**src/rtl/wakeup_cfg_reg.sv**
```systemverilog
module wakeup_cfg_reg #(
  parameter int NUM_SRC = 16,
  parameter int ADDR_W = 8,
  parameter logic [ADDR_W-1:0] REG_OFFSET = 'h78
) (
  input  logic              clk,
  input  logic              rst_n,
  input  logic              bus_valid,
  input  logic              bus_write,
  input  logic [ADDR_W-1:0] bus_addr,
  input  logic [31:0]       bus_wdata,
  output logic [31:0]       bus_rdata,
  output logic              bus_rvalid,
  input  logic [NUM_SRC-1:0] wake_in,
  output logic              restart_core0,
  output logic              restart_core1
);
  localparam int IDX_W = $clog2(NUM_SRC);
  localparam int CMD_B = 24;
  localparam int EN_B  = 16;
  localparam int POL_B = 17;
  localparam int EN1_B = 20;
  localparam logic [31:0] USED_MASK = (32'(1) << EN_B) | (32'(1) << POL_B) |
                                      (32'(1) << EN1_B) | ((32'(1) << IDX_W) - 32'(1));

  logic [NUM_SRC-1:0] en_q, pol_q, en1_q, sync1, sync2;
  logic [IDX_W-1:0]   ptr_q;
  logic [31:0]        rd_word;

  wire hit   = bus_valid && (bus_addr == REG_OFFSET);
  wire wr    = hit && bus_write;
  wire rd    = hit && !bus_write;
  wire cmd   = bus_wdata[CMD_B];
  wire [IDX_W-1:0] wr_idx = bus_wdata[IDX_W-1:0];
  wire unused_wdata = ^{bus_wdata[31:25], bus_wdata[23:21], bus_wdata[19:18], bus_wdata[15:IDX_W]};

  always_ff @(posedge clk or negedge rst_n) begin
    if (!rst_n) begin
      en_q  <= '0;
      pol_q <= '0;
      en1_q <= '0;
      ptr_q <= '0;
    end else if (wr) begin
      ptr_q <= wr_idx;
      for (int i = 0; i < NUM_SRC; i++) begin
        if (cmd && wr_idx == IDX_W'(i)) begin
          en_q[i]  <= bus_wdata[EN_B];
          pol_q[i] <= bus_wdata[POL_B];
          en1_q[i] <= bus_wdata[EN1_B];
        end
      end
    end
  end

  always_comb begin
    rd_word = '0;
    rd_word[IDX_W-1:0] = ptr_q;
    rd_word[EN_B]  = en_q[ptr_q];
    rd_word[POL_B] = pol_q[ptr_q];
    rd_word[EN1_B] = en1_q[ptr_q];
  end

  always_ff @(posedge clk or negedge rst_n) begin
    if (!rst_n) begin
      bus_rvalid <= 1'b0;
      bus_rdata  <= '0;
    end else begin
      bus_rvalid <= rd;
      bus_rdata  <= rd ? rd_word : '0;
    end
  end

  wire [NUM_SRC-1:0] active = ~(sync2 ^ pol_q);

  always_ff @(posedge clk or negedge rst_n) begin
    if (!rst_n) begin
      sync1         <= '0;
      sync2         <= '0;
      restart_core0 <= 1'b0;
      restart_core1 <= 1'b0;
    end else begin
      sync1         <= wake_in;
      sync2         <= sync1;
      restart_core0 <= |(en_q & active);
      restart_core1 <= |(en1_q & active);
    end
  end

  assert_cmd0_keeps_R3: assert property (@(posedge clk) disable iff (!rst_n)
    (wr && !cmd) |=> ($stable(en_q) && $stable(pol_q) && $stable(en1_q)));

  assert_other_offset_R6: assert property (@(posedge clk) disable iff (!rst_n)
    (bus_valid && bus_addr != REG_OFFSET) |=>
      ($stable(en_q) && $stable(pol_q) && $stable(en1_q) && $stable(ptr_q) && !bus_rvalid));

  assert_read_latency_R4: assert property (@(posedge clk) disable iff (!rst_n)
    rd |=> bus_rvalid);

  assert_unused_zero_R5: assert property (@(posedge clk) disable iff (!rst_n)
    (bus_rdata & ~USED_MASK) == 32'd0);

  assert_core0_needs_enable_R7: assert property (@(posedge clk) disable iff (!rst_n)
    restart_core0 |-> $past(|en_q));

  assert_core1_needs_enable_R8: assert property (@(posedge clk) disable iff (!rst_n)
    restart_core1 |-> $past(|en1_q));
endmodule

```
**config.mk**
```make
export PLATFORM = sky130hd
export DESIGN_NAME = wakeup_cfg_reg
export DESIGN_NICKNAME = d
export VERILOG_FILES = /design/src/rtl/wakeup_cfg_reg.sv
export SDC_FILE = /design/constraint.sdc
export NUM_CORES = 1
export LEC_CHECK = 0
export ABC_AREA = 1
export BUFFER_PORTS_ARGS = -buffer_cell sky130_fd_sc_hd__buf_2
export CORE_AREA = 4 4 96 98
export CTS_CLUSTER_DIAMETER = 120
export DETAILED_ROUTE_END_ITERATION = 8
export DIE_AREA = 0 0 100 102
export HOLD_SLACK_MARGIN = 0.06
export MAX_ROUTING_LAYER = met4
export PLACE_DENSITY = 0.76
export SLEW_MARGIN = 10
export SYNTH_ARGS = -nofsm -noshare
export SYNTH_HDL_FRONTEND = slang
export SYNTH_SLANG_ARGS = --single-unit
export TNS_END_PERCENT = 5
```
**constraint.sdc**
```tcl
create_clock -name clk -period 3.7 [get_ports clk]
set_input_delay 0.37 -clock clk [delete_from_list [all_inputs] [get_ports clk]]
set_output_delay 0.37 -clock clk [all_outputs]
set_load 0.01 [all_outputs]
```
# [Word-level counts from Yosys, hierarchy flattened]
# Cells that the tools add are included.
[classes] n_bitwise=4 order_cmp=1 n_mux=7 reduce_logical=39 shifts=0 n_eq_ne=16 mul=0 div=0 addsub=0
[ops] cell="$and 16x16->16" n=2
[ops] cell="$eq 4x4->1 const B" n=8
[ops] cell="$reduce_and 2->1" n=16
[ops] cell="$reduce_or 16->1" n=2
[ops] cell="$mux 21" n=1
[ops] cell="$logic_and 1x1->1" n=19
[ops] cell="$eq 4x3->1 const B" n=4
[ops] cell="$not 16->16" n=1
[ops] cell="$xor 16x16->16" n=1
[ops] cell="$bmux 1 s4" n=3
[ops] cell="$eq 4x2->1 const B" n=2
[ops] cell="$eq 8x7->1 const B" n=1
[ops] cell="$lt 4x5->1 const B" n=1
[ops] cell="$eq 4x1->1 const B" n=1
[ops] cell="$logic_not 4->1" n=1
[ops] cell="$mux 1" n=3
[ops] cell="$logic_not 1->1" n=1
[word_totals] latchBits=0 ram_bits=0 memories=0 out_inout_bits=35 mem_bits_ro=0 reg_bits=108

# [Depth between registers and ports, before layout]
[logic_depth] ltp_word=4 mapped_depth=9

# [Worst setup path after synthesis]
# Ideal clock, no wire load.
[synth_timing] kind="input port to flip-flop" from="input port bus_addr[7]" to="register en1_q[0]" n_path_buf=1 required_ns=3.582 cell_stages=7 t_arrival_ns=1.274 path_slack_ns=2.308 setup_time_ns=0.118 path_cell_list="inv_1 > nand4_1 > nor3b_4 > buf_6 > nand3_1 > nand2_1 > nand2_1"
[synth_between] elab_chain_cells=4
[synth_rtl] item="from (decl)" line_no="10" source="input logic [ADDR_W-1:0] bus_addr,"
[synth_rtl] item="$eq 8x7->1" line_no="30" source="wire hit = bus_valid && (bus_addr == REG_OFFSET);"
[synth_rtl] item="$logic_and 1x1->1" line_no="30"
[synth_rtl] item="$logic_and 1x1->1" line_no="31" source="wire wr = hit && bus_write;"
[synth_rtl] item="$reduce_and 2->1 (no source line)"
[synth_rtl] item="to (signal, indexed assignment)" line_no="49" source="en1_q[i] <= bus_wdata[EN1_B];"
[synth_rtl] item="to (decl)" line_no="26" source="logic [NUM_SRC-1:0] en_q, pol_q, en1_q, sync1, sync2;"
# No other way between the ends.
# A chain may end at the register's enable or synchronous reset.

# [Worst setup path in the final report]
[layout_timing] from="input port bus_addr[7]" to="register ptr_q[0]"
[layout_between] elab_chain_cells=3
[layout_rtl] item="$eq 8x7->1" line_no="30"
[layout_rtl] item="$logic_and 1x1->1" line_no="30"
[layout_rtl] item="$logic_and 1x1->1" line_no="31"
[layout_rtl] item="to (signal assigned)" line_no="44" source="ptr_q <= wr_idx;"
[layout_rtl] item="to (decl)" line_no="27" source="logic [IDX_W-1:0] ptr_q;"
# No other way between the ends.

==> run metrics <==
number of clock buffers inserted by TritonCTS 9; data required time of the critical path ~4.0 ns; clock tree from TritonCTS done; status completed; placer's final routability congestion estimate between 0.9 and 1; routed via count ~3700; die area between 10000 and 15000 um^2; count of cells along the worst hold path 1; post-detail-place hpwl 7420 um; synth unique cells 20; cells after synthesis 530; final-report hold violation count 0; die boundary width about 100 um; fraction of final layout cells sized beyond drive strength 1 0.116; period utilisation layout 0.497; classification of the worst setup path in2reg; share of synthesized area occupied by flip-flops and latches 0.534; Top Ports 95; count of flip-flops with a built-in enable after synthesis 0; total power per unit cell area 401 nW/um^2; per-instance average area after synthesis approximately 8.3 um^2; synthesis-stage register bit count 94; wire length of the first global-routing pass 17600 um; maximum achievable frequency about 540 MHz; CP endpoint kind register; fill cell count approximately 790; shortest clock period the worst path allows after layout between 1.5 and 2 ns; Sum Neg Setup Slack 0 ns; top-area cell type share of the netlist area 0.534; pin count of the biggest net entering global routing 74; RSZ-0062 raised after global routing no; Final Max Tran Viols 0; number of routed nets with antenna violations 0; worst vdd rail ir drop roughly 270 uV; highest fanout seen on the critical path 17; residual DRC count 0; P_leak between 2 and 2.5 nW; source-to-sink clock delay at the later pin of the worst-skew pair 0.37 ns; warnings from Yosys 0; net total in the final layout 625; initial core utilization 0.520; Overflow after GRT 0; count of input and output buffers 45; dominant cells by area after synthesis dfrtp_1 (53%), nand2_1 (17%), nand3_1 (10%), buf_4 (4.4%), xnor2_1 (3.2%); core area 8470 um^2; area overhead of the layout relative to synthesis 8.78%; total routed wirelength about 11000 um; Detailed Routing Iterations Pass 1 6; overall track demand over capacity in global routing 0.232; Max Root-Sink Buffers 2; number of gates resized after CTS 0; worst-case headroom to the max-slew limit 0.346; initial antenna violation count 0; total power after layout 1.92 mW; number of buffers added for setup after CTS 0; DR iter-0 viols around 480; Clock Root Buffer clkbuf_8; worst hold path class in2reg; vias per std cell approximately 5.5; worst clock skew on the final layout between 0.01 and 0.015 ns; total number of H-tree levels 3; total setup violations reported at the end of the flow 0; Reg clk slew, reported paths roughly 0.090 ns; post-cts hold buffer count 0; arrival time at the worst endpoint around 2.1 ns; startpoint type of the worst setup path input port; netlist area before placement around 4400 um^2; fraction of registers with async set or reset after synthesis 1.00; routed wire length per instance approximately 16 um; Yosys top cell by area dfrtp_1; FP Rows 34; Main synth FF type dfrtp_1; number of global-route vias before repair between 3000 and 4000; antenna diode count 0; Vert. Die Dim 102 um; max cap viols 0; sinks on the clock net 94; worst reg-to-reg path cell count 6; Worst-Margin Slew about 0.98 ns
-- cells in the mapped netlist (3+ instances only) --
cell        n
nor2_1     18
nand2_1   202
inv_1      13
buf_4      26
nand3_1    92
buf_6       3
buf_2       8
dfrtp_1    94
clkbuf_1    7
nor3_1     16
buf_1       4
o21ai_0     4
xnor2_1    16
a21oi_1    13
nand4_1     9
-- worst max-delay path, stage by stage --
cell	delay (ns)
buf_2	0.10
inv_1	0.06
nand4_1	0.15
nor3b_4	0.85
nand2_1	0.33
o21ai_0	0.25
-- metrics by stage --
step,std cells,setup WS (ns),util,hold WS [ns],instance area (um^2)
finish,677,1.86,0.566,0.0979,4790
global route,677,1.78,0.566,0.0826,4790
CTS,677,1.93,0.566,0.0953,4790
detailed placement,662,1.55,0.539,0.335,4570
global placement,662,1.58,0.539,0.332,4570
floorplan,554,2.31,-,0.0744,4490
-- cell families (layout without fill, tap and decap cells) --
kind of cell              count (synthesis)  in the layout  synth area share
buffers and inverters                    62             77            0.0824
AOI/OAI and AO/OA                        17             17            0.0193
DFF                                      94             94             0.534
and+or+nand+nor                         340            340             0.331
other                                     1             25          0.000852
xor gates and xnor gates                 16             16            0.0318
-- final cells by class --
| class | count | area, um^2 | share of cell area |
|---|---|---|---|
| Timing Repair Buffer | 48 | 250 | 0.0523 |
| Clock inverter | 5 | 83.8 | 0.0175 |
| Clock buffer | 10 | 138 | 0.0287 |
| Sequential cell | 94 | 2350 | 0.491 |
| Multi-Input combinational cell | 398 | 1780 | 0.371 |
| Inverter | 14 | 52.6 | 0.0110 |
| Tap cell | 108 | 135 | 0.0282 |
-- power breakdown --
part	leakage (nW)	internal, mW	switching (mW)
clock	0.105	0.396	0.350
sequential	1.24	1.05	0.0106
combinational	1.06	0.0304	0.0876
-- path summary, 6_finish.rpt --
| kind | slack [ns] | start | endpoint |
|---|---|---|---|
| setup / recovery | 1.86 | bus_addr[7] | ptr_q[0] |
| hold / removal | 0.1 | wake_in[13] | sync1[13] |
| setup reg to reg | 1.92 | ptr_q[1] | bus_rdata[20] |
| hold reg to reg | 0.35 | sync1[1] | sync2[1] |
| max in group asynchronous | 2.77 | rst_n | en1_q[11] |
| min in group asynchronous | 0.13 | rst_n | restart_core1 |
-- registers in the layout, summed over array words and instances (netlist names) --
register,cells
bus_rdata,7
bus_rvalid,1
en1_q,16
en_q,16
pol_q,16
ptr_q,4
restart_core0,1
restart_core1,1
sync1,16
sync2,16
-- per-layer routing --
metal,vias to the layer above,track usage,routed length (um)
li1,1736,-,-
met1,1763,0.302,4430
met2,220,0.364,5080
met3,25,0.0512,1060
met4,0,0.0746,239
met5,-,-,0
-- placed cells by master (no fill, tap or decap) --
cell type   synthesis  routed
a21oi_1            13      13
and3_1              1       1
buf_2               8      44
buf_4              26       4
bufinv_16           0       2
clkbuf_8            0      10
clkinv_4            0       1
clkinvlp_4          0       2
conb_1              1      25
dfrtp_1            94      94
inv_1              13      13
inv_2               1       1
nand2_1           202     202
nand3_1            92      92
nand3_2             1       1
nand4_1             9       9
nor2_1             18      18
nor3_1             16      16
nor3b_4             1       1
o21ai_0             4       4
xnor2_1            16      16
Note: power is estimated with default switching activity, not from simulation.
